<file path="src/rtl/mcf_pkg.sv">
package mcf_pkg;

    localparam int OPC_W   = 4;
    localparam int ALUOP_W = 3;
    localparam int SEL_W   = 2;

    typedef enum logic [3:0] {
        ST_FETCH, ST_DECODE, ST_ALU_R, ST_ALU_SH, ST_ALU_I,
        ST_ADDR, ST_MRD, ST_MWR, ST_LDWB, ST_WB_RD, ST_WB_RT,
        ST_BRANCH, ST_JR, ST_JAL
    } state_e;

    localparam logic [OPC_W-1:0] OP_ADD  = 4'b0000;
    localparam logic [OPC_W-1:0] OP_AND  = 4'b0001;
    localparam logic [OPC_W-1:0] OP_OR   = 4'b0010;
    localparam logic [OPC_W-1:0] OP_SLT  = 4'b0011;
    localparam logic [OPC_W-1:0] OP_LW   = 4'b0100;
    localparam logic [OPC_W-1:0] OP_SW   = 4'b0101;
    localparam logic [OPC_W-1:0] OP_BEQ  = 4'b0110;
    localparam logic [OPC_W-1:0] OP_BNE  = 4'b0111;
    localparam logic [OPC_W-1:0] OP_ADDI = 4'b1000;
    localparam logic [OPC_W-1:0] OP_ANDI = 4'b1001;
    localparam logic [OPC_W-1:0] OP_ORI  = 4'b1010;
    localparam logic [OPC_W-1:0] OP_SLTI = 4'b1011;
    localparam logic [OPC_W-1:0] OP_SUB  = 4'b1100;
    localparam logic [OPC_W-1:0] OP_SHF  = 4'b1101;
    localparam logic [OPC_W-1:0] OP_JR   = 4'b1110;
    localparam logic [OPC_W-1:0] OP_JAL  = 4'b1111;

    localparam logic [ALUOP_W-1:0] AOP_ADD = 3'd0;
    localparam logic [ALUOP_W-1:0] AOP_AND = 3'd1;
    localparam logic [ALUOP_W-1:0] AOP_OR  = 3'd2;
    localparam logic [ALUOP_W-1:0] AOP_SLT = 3'd3;
    localparam logic [ALUOP_W-1:0] AOP_SUB = 3'd4;
    localparam logic [ALUOP_W-1:0] AOP_SHL = 3'd5;

    localparam logic [SEL_W-1:0] BSEL_REG = 2'd0;
    localparam logic [SEL_W-1:0] BSEL_ONE = 2'd1;
    localparam logic [SEL_W-1:0] BSEL_IMM = 2'd2;
    localparam logic [SEL_W-1:0] BSEL_SHA = 2'd3;

    localparam logic [SEL_W-1:0] DST_RT  = 2'd0;
    localparam logic [SEL_W-1:0] DST_RD  = 2'd1;
    localparam logic [SEL_W-1:0] DST_R15 = 2'd2;

    localparam logic [SEL_W-1:0] WD_ALU = 2'd0;
    localparam logic [SEL_W-1:0] WD_MDR = 2'd1;
    localparam logic [SEL_W-1:0] WD_PC  = 2'd2;

    localparam logic [SEL_W-1:0] PCS_ALU = 2'd0;
    localparam logic [SEL_W-1:0] PCS_TGT = 2'd1;
    localparam logic [SEL_W-1:0] PCS_JMP = 2'd2;
    localparam logic [SEL_W-1:0] PCS_REG = 2'd3;

    typedef struct packed {
        logic               pc_write;
        logic               mem_rd;
        logic               mem_wr;
        logic               ir_wr;
        logic               rf_wr;
        logic               addr_sel;
        logic               alu_a_sel;
        logic [SEL_W-1:0]   alu_b_sel;
        logic [ALUOP_W-1:0] alu_op;
        logic [SEL_W-1:0]   reg_dst;
        logic [SEL_W-1:0]   mem_to_reg;
        logic [SEL_W-1:0]   pc_src;
    } ctrl_t;

endpackage

</file>
<file path="src/rtl/mcf_aluop.sv">
module mcf_aluop
    import mcf_pkg::*;
(
    input  logic [OPC_W-1:0]   opcode,
    output logic [ALUOP_W-1:0] func
);
    always_comb begin
        unique case (opcode)
            OP_ADD, OP_ADDI: func = AOP_ADD;
            OP_AND, OP_ANDI: func = AOP_AND;
            OP_OR,  OP_ORI:  func = AOP_OR;
            OP_SLT, OP_SLTI: func = AOP_SLT;
            OP_SUB:          func = AOP_SUB;
            OP_SHF:          func = AOP_SHL;
            default:         func = AOP_ADD;
        endcase
    end
endmodule

</file>
<file path="src/rtl/mcf_seq.sv">
module mcf_seq
    import mcf_pkg::*;
(
    input  logic             clk,
    input  logic             rst,
    input  logic [OPC_W-1:0] opcode,
    output state_e           state_q
);
    typedef struct packed {
        state_e state;
    } seq_t;

    seq_t s_d, s_q;

    always_comb begin
        s_d = s_q;
        unique case (s_q.state)
            ST_FETCH:  s_d.state = ST_DECODE;
            ST_DECODE: begin
                unique case (opcode)
                    OP_ADD, OP_AND, OP_OR, OP_SLT, OP_SUB:
                        s_d.state = ST_ALU_R;
                    OP_SHF:
                        s_d.state = ST_ALU_SH;
                    OP_ADDI, OP_ANDI, OP_ORI, OP_SLTI:
                        s_d.state = ST_ALU_I;
                    OP_LW, OP_SW:
                        s_d.state = ST_ADDR;
                    OP_BEQ, OP_BNE:
                        s_d.state = ST_BRANCH;
                    OP_JR:
                        s_d.state = ST_JR;
                    default:
                        s_d.state = ST_JAL;
                endcase
            end
            ST_ADDR:   s_d.state = (opcode == OP_LW) ? ST_MRD : ST_MWR;
            ST_MRD:    s_d.state = ST_LDWB;
            ST_ALU_R:  s_d.state = ST_WB_RD;
            ST_ALU_SH,
            ST_ALU_I:  s_d.state = ST_WB_RT;
            default:   s_d.state = ST_FETCH;
        endcase
    end

    always_ff @(posedge clk) begin
        if (rst) s_q <= '{state: ST_FETCH};
        else     s_q <= s_d;
    end

    assign state_q = s_q.state;

    AST_FETCH_TO_DECODE: assert property (@(posedge clk) disable iff (rst)
        state_q == ST_FETCH |=> state_q == ST_DECODE);
    AST_LOAD_CHAIN: assert property (@(posedge clk) disable iff (rst)
        state_q == ST_MRD |=> state_q == ST_LDWB);
    AST_BRANCH_ENDS: assert property (@(posedge clk) disable iff (rst)
        state_q == ST_BRANCH |=> state_q == ST_FETCH);
    AST_RESET_FETCH: assert property (@(posedge clk)
        rst |=> state_q == ST_FETCH);
endmodule

</file>
<file path="src/rtl/mcf_outdec.sv">
module mcf_outdec
    import mcf_pkg::*;
(
    input  logic               clk,
    input  logic               rst,
    input  state_e             state,
    input  logic [OPC_W-1:0]   opcode,
    input  logic               zero,
    input  logic [ALUOP_W-1:0] func,
    output ctrl_t              ctrl
);
    always_comb begin
        ctrl = '0;
        unique case (state)
            ST_FETCH: begin
                ctrl.mem_rd    = 1'b1;
                ctrl.ir_wr     = 1'b1;
                ctrl.pc_write  = 1'b1;
                ctrl.alu_b_sel = BSEL_ONE;
                ctrl.pc_src    = PCS_ALU;
            end
            ST_DECODE: ctrl.alu_b_sel = BSEL_IMM;
            ST_ALU_R: begin
                ctrl.alu_a_sel = 1'b1;
                ctrl.alu_b_sel = BSEL_REG;
                ctrl.alu_op    = func;
            end
            ST_ALU_SH: begin
                ctrl.alu_a_sel = 1'b1;
                ctrl.alu_b_sel = BSEL_SHA;
                ctrl.alu_op    = AOP_SHL;
            end
            ST_ALU_I: begin
                ctrl.alu_a_sel = 1'b1;
                ctrl.alu_b_sel = BSEL_IMM;
                ctrl.alu_op    = func;
            end
            ST_ADDR: begin
                ctrl.alu_a_sel = 1'b1;
                ctrl.alu_b_sel = BSEL_IMM;
                ctrl.alu_op    = AOP_ADD;
            end
            ST_MRD: begin
                ctrl.mem_rd   = 1'b1;
                ctrl.addr_sel = 1'b1;
            end
            ST_MWR: begin
                ctrl.mem_wr   = 1'b1;
                ctrl.addr_sel = 1'b1;
            end
            ST_LDWB: begin
                ctrl.rf_wr      = 1'b1;
                ctrl.reg_dst    = DST_RT;
                ctrl.mem_to_reg = WD_MDR;
            end
            ST_WB_RD: begin
                ctrl.rf_wr   = 1'b1;
                ctrl.reg_dst = DST_RD;
            end
            ST_WB_RT: begin
                ctrl.rf_wr   = 1'b1;
                ctrl.reg_dst = DST_RT;
            end
            ST_BRANCH: begin
                ctrl.alu_a_sel = 1'b1;
                ctrl.alu_b_sel = BSEL_REG;
                ctrl.alu_op    = AOP_SUB;
                ctrl.pc_src    = PCS_TGT;
                ctrl.pc_write  = zero ^ opcode[0];
            end
            ST_JR: begin
                ctrl.pc_write = 1'b1;
                ctrl.pc_src   = PCS_REG;
            end
            ST_JAL: begin
                ctrl.pc_write   = 1'b1;
                ctrl.pc_src     = PCS_JMP;
                ctrl.rf_wr      = 1'b1;
                ctrl.reg_dst    = DST_R15;
                ctrl.mem_to_reg = WD_PC;
            end
            default: ctrl = '0;
        endcase
        if (rst) begin
            ctrl.pc_write = 1'b0;
            ctrl.mem_rd   = 1'b0;
            ctrl.mem_wr   = 1'b0;
            ctrl.ir_wr    = 1'b0;
            ctrl.rf_wr    = 1'b0;
        end
    end

    AST_RD_WR_EXCL: assert property (@(posedge clk) disable iff (rst)
        !(ctrl.mem_rd && ctrl.mem_wr));
endmodule

</file>
<file path="src/rtl/mc_ctrl_fsm.sv">
module mc_ctrl_fsm
    import mcf_pkg::*;
(
    input  logic                 clk,
    input  logic                 rst,
    input  logic [OPC_W-1:0]     opcode,
    input  logic                 zero,
    output logic                 pc_write,
    output logic                 mem_rd,
    output logic                 mem_wr,
    output logic                 ir_wr,
    output logic                 rf_wr,
    output logic                 addr_sel,
    output logic                 alu_a_sel,
    output logic [SEL_W-1:0]     alu_b_sel,
    output logic [ALUOP_W-1:0]   alu_op,
    output logic [SEL_W-1:0]     reg_dst,
    output logic [SEL_W-1:0]     mem_to_reg,
    output logic [SEL_W-1:0]     pc_src
);
    state_e             state;
    logic [ALUOP_W-1:0] func;
    ctrl_t              ctrl;

    mcf_seq u_seq (
        .clk     (clk),
        .rst     (rst),
        .opcode  (opcode),
        .state_q (state)
    );

    mcf_aluop u_aluop (
        .opcode (opcode),
        .func   (func)
    );

    mcf_outdec u_outdec (
        .clk    (clk),
        .rst    (rst),
        .state  (state),
        .opcode (opcode),
        .zero   (zero),
        .func   (func),
        .ctrl   (ctrl)
    );

    assign pc_write   = ctrl.pc_write;
    assign mem_rd     = ctrl.mem_rd;
    assign mem_wr     = ctrl.mem_wr;
    assign ir_wr      = ctrl.ir_wr;
    assign rf_wr      = ctrl.rf_wr;
    assign addr_sel   = ctrl.addr_sel;
    assign alu_a_sel  = ctrl.alu_a_sel;
    assign alu_b_sel  = ctrl.alu_b_sel;
    assign alu_op     = ctrl.alu_op;
    assign reg_dst    = ctrl.reg_dst;
    assign mem_to_reg = ctrl.mem_to_reg;
    assign pc_src     = ctrl.pc_src;

    AST_RESET_QUIET: assert property (@(posedge clk)
        rst |-> !(pc_write || mem_rd || mem_wr || ir_wr || rf_wr));
    AST_FETCH_ONCE: assert property (@(posedge clk) disable iff (rst)
        ir_wr |=> !ir_wr);
    AST_BRANCH_COND: assert property (@(posedge clk) disable iff (rst)
        (pc_write && pc_src == PCS_TGT) |-> (zero != opcode[0]));
endmodule

</file>
<file path="config.mk">
export PLATFORM = sky130hd
export DESIGN_NAME = mc_ctrl_fsm
export DESIGN_NICKNAME = d
export VERILOG_FILES = /design/src/rtl/mcf_pkg.sv /design/src/rtl/mcf_aluop.sv /design/src/rtl/mcf_seq.sv /design/src/rtl/mcf_outdec.sv /design/src/rtl/mc_ctrl_fsm.sv
export SDC_FILE = /design/constraint.sdc
export NUM_CORES = 1
export LEC_CHECK = 0
export CELL_PAD_IN_SITES_DETAIL_PLACEMENT = 0
export CELL_PAD_IN_SITES_GLOBAL_PLACEMENT = 1
export CORE_ASPECT_RATIO = 1.4
export CORE_MARGIN = 4
export CORE_UTILIZATION = 26
export CTS_BUF_LIST = sky130_fd_sc_hd__clkbuf_8
export CTS_CLUSTER_SIZE = 20
export DETAILED_ROUTE_END_ITERATION = 10
export PLACE_DENSITY = 0.77
export SETUP_SLACK_MARGIN = 0.15
export SLEW_MARGIN = 20
export SYNTH_ARGS = -nofsm -noshare
export SYNTH_HDL_FRONTEND = slang
export SYNTH_SLANG_ARGS = --single-unit
</file>
<file path="constraint.sdc">
create_clock -name clk -period 1.4 [get_ports clk]
set_input_delay 0.21 -clock clk [delete_from_list [all_inputs] [get_ports clk]]
set_output_delay 0.21 -clock clk [all_outputs]
set_load 0.02 [all_outputs]
</file>
==> run_results.csv <==
group,metric,value,unit
status,status,"finished, violations left",
status,violations,"setup timing",
clock_tree,insertion_delay,0.21,ns
floorplanning,num_rows,18,
sta,drv_slew,0,
sta,fin_crit_sh,1.12,
logic_synthesis,synth.most_common_cell,"nor2_1",
clock_tree,cts_tree,"yes",
finish,layout-drive-gt1-share,0.722,
logic_synthesis,synth_area,479,um2
logic_synthesis,ys_ff_latch,4,
finish,stdcell_area,1190,um2
setup_path,critical_path_required,1.19,ns
worst_hold_path,holdPathEnd,"u_seq.state_q[0]",
placed_design,place_ws,-0.682,ns
setup_path,r2r-end,"u_seq.state_q[0]",
routing,drc_errors,0,
finish,largest_reg_flops,4,
logic_synthesis,avgSynthCellArea,6.56,um2
sta,finalSetupViolations,12,
logic_synthesis,ys_top_cells_by_count,"nor2_1, nand2_1, nand2b_1",
clock_tree,ctsLongestPathBuffers,2,
logic_synthesis,syn_nets,80,
worst_hold_path,hold_class,"reg2reg",
power,powerDensity,1030,nW/um2
logic_synthesis,synthArstFlopShare,0,
floorplanning,start_util,0.273,
global_routing,grt_pass1_vias,781,
floorplanning,die_w,44.3,um
routing,finalWirelength,1940,um
logic_synthesis,synth_warnings,0,
logic_synthesis,synth_cells,73,
clock_tree,cts_inserted_buffers,3,
sta,fin_skew,0.000649,ns
placed_design,place_hpwl,1380,um
routing,vias,723,
placed_design,dpl-instance-area,946,um2
logic_synthesis,ys_seq_area_frac,0.167,
run,drv_cap,0,
sta,period_minus_slack,1.56,ns
setup_path,critPathMaxFanout,5,
sta,relSlewSlack,0.828,
setup_path,r2r_cells,6,
routing,wl_per_cell,13.3,um
power,ir_worst_vdd,0.901,mV
routing,first_pass_iters,2,
global_routing,grt_remaining_overflow,0,
floorplanning,design.portCount,25,
clock_tree,htree_levels,1,
setup_path,criticalPathCategory,"reg2out",
logic_synthesis,yosys.area.top_type,"dfxtp_1",
logic_synthesis,synthFlopType,"dfxtp_1",
global_routing,track_usage,0.166,
finish,syn2layout_area_growth,148,%
sta,grt_setup_unrepaired,"yes",
clock_tree,clkTransAtPathRegs,0.03,ns
floorplanning,die-area,2600,um2
logic_synthesis,ys_top_cells_by_area,"dfxtp_1, nor2_1, nand2b_1",
logic_synthesis,yosysTopAreaCellShare,0.167,
placed_design,io_buffers,24,
routing,drtAntennaViolNets,0,
power,leakagePower,0.000527,uW
setup_path,path_cells,"or3_4, a21oi_2, a41oi_1, nor2_2, buf_6",
finish,nets,135,
setup_path,r2r_slack,0.16,ns
clock_tree,clock_sinks,4,
finish,antennaDiodeCount,0,
sta,hold_viol,0,
placed_design,gp_congestion,0.826,
setup_path,max_stage_delay,0.37,ns
setup_path,crit_arrival,1.35,ns
setup_path,r2r_start,"u_seq.state_q[0]",
worst_hold_path,hold_start,"u_seq.state_q[0]",
setup_path,cp_slowest_cell,"or3_4",
finish,final_core_util,0.677,
sta,worst_pin_slew,0.258,ns
floorplanning,core_area,1760,um2
setup_path,critPathCaptureType,"output pin",
global_routing,grt_pass1_wl,3280,um
logic_synthesis,synth_enable_flop_cells,0,
floorplanning,die_y,58.8,um
setup_path,worst_setup_path_start_kind,"flip-flop",
routing,drt_iter0_drc,4,
global_routing,grt_max_degree,9,
logic_synthesis,ys_types,31,
global_routing,antenna_found_initial,0,
sta,fin_ws,-0.164,ns
worst_hold_path,min_path_cells,3,
routing,vias_per_cell,4.95,
clock_tree,root_buffer,"clkbuf_8",
sta,fmax,0.639,GHz
kinds of logic after synthesis:
kind of cell | after synthesis | synth area share
buffers and inverters | 7 | 0.0731
AOI/OAI and AO/OA | 15 | 0.196
xor gates and xnor gates | 2 | 0.0366
DFF | 4 | 0.167
and+or+nand+nor | 45 | 0.527
layout by cell type, fill, tap and decap left out, drive strengths merged, types with 3 or more instances in the layout:
master	instances
o21ai	3
buf	49
dlygate4sd2	3
dfxtp	4
nand2b	5
clkbuf	3
nand2	7
nor2	15
nor4	4
a21oi	4
layout make-up:
type                       instances  area (um2)
clock buffer                       3        41.3
fill                             155         567
inverter                           2        12.5
multi-input combinational         62         537
sequential                         4        87.6
tap                               20        25.0
timing repair buffer              55         487
power breakdown:
group / switching, uW / internal (uW)
Sequential: 18.3 / 138
Clock: 54.7 / 183
Combinational: 411 / 426
stage by stage:
stage / TNS, ns / power (uW) / instances / hold WS, ns
2_1_floorplan: 0 / 511 / 73 / 0.276
3_5_place_dp: -6.84 / 803 / 136 / 0.667
6_report: -0.977 / 1230 / 146 / 0.662
5_1_grt: -1.95 / 1320 / 146 / 0.700
3_3_place_gp: -6.74 / 798 / 136 / 0.663
4_1_cts: -1.06 / 1170 / 144 / 0.664
critical path: cells and delay by family (launching register included):
kind	cells	cell delay, ns
AO/OA/AOI/OAI	2	0.19
AND/OR/NAND/NOR	2	0.49
flip-flops	1	0.33
buffers and inverters	1	0.12
worst max path at each step:
stage / slack, ns / from / endpoint / cells past startpoint
floorplan: 0.06 / u_seq.state_q[1] / alu_op[1] / 4
global placement: -0.67 / opcode[1] / alu_op[0] / 6
detailed placement: -0.68 / opcode[0] / alu_op[0] / 5
CTS: -0.18 / u_seq.state_q[2] / pc_write / 5
global route: -0.24 / u_seq.state_q[2] / pc_write / 5
finish: -0.16 / u_seq.state_q[2] / pc_write / 5
metal layers:
layer	wire length [um]	track usage	part of all wire
met1	696	0.185	0.36
met2	1090	0.292	0.56
met3	80	0.0153	0.041
met4	73	0.108	0.038
met5	0	0	0
timing repair:
| item | CTS | global route |
|---|---|---|
| gates resized for setup | 134 | 15 |
| setup endpoints to repair | 21 | 19 |
| gates cloned | 0 | 0 |
| pin swaps | 15 | 7 |
| buffers inserted | 5 | 2 |
| hold buffers | 0 | 0 |
No activity file was read; power rests on OpenSTA's default activity.
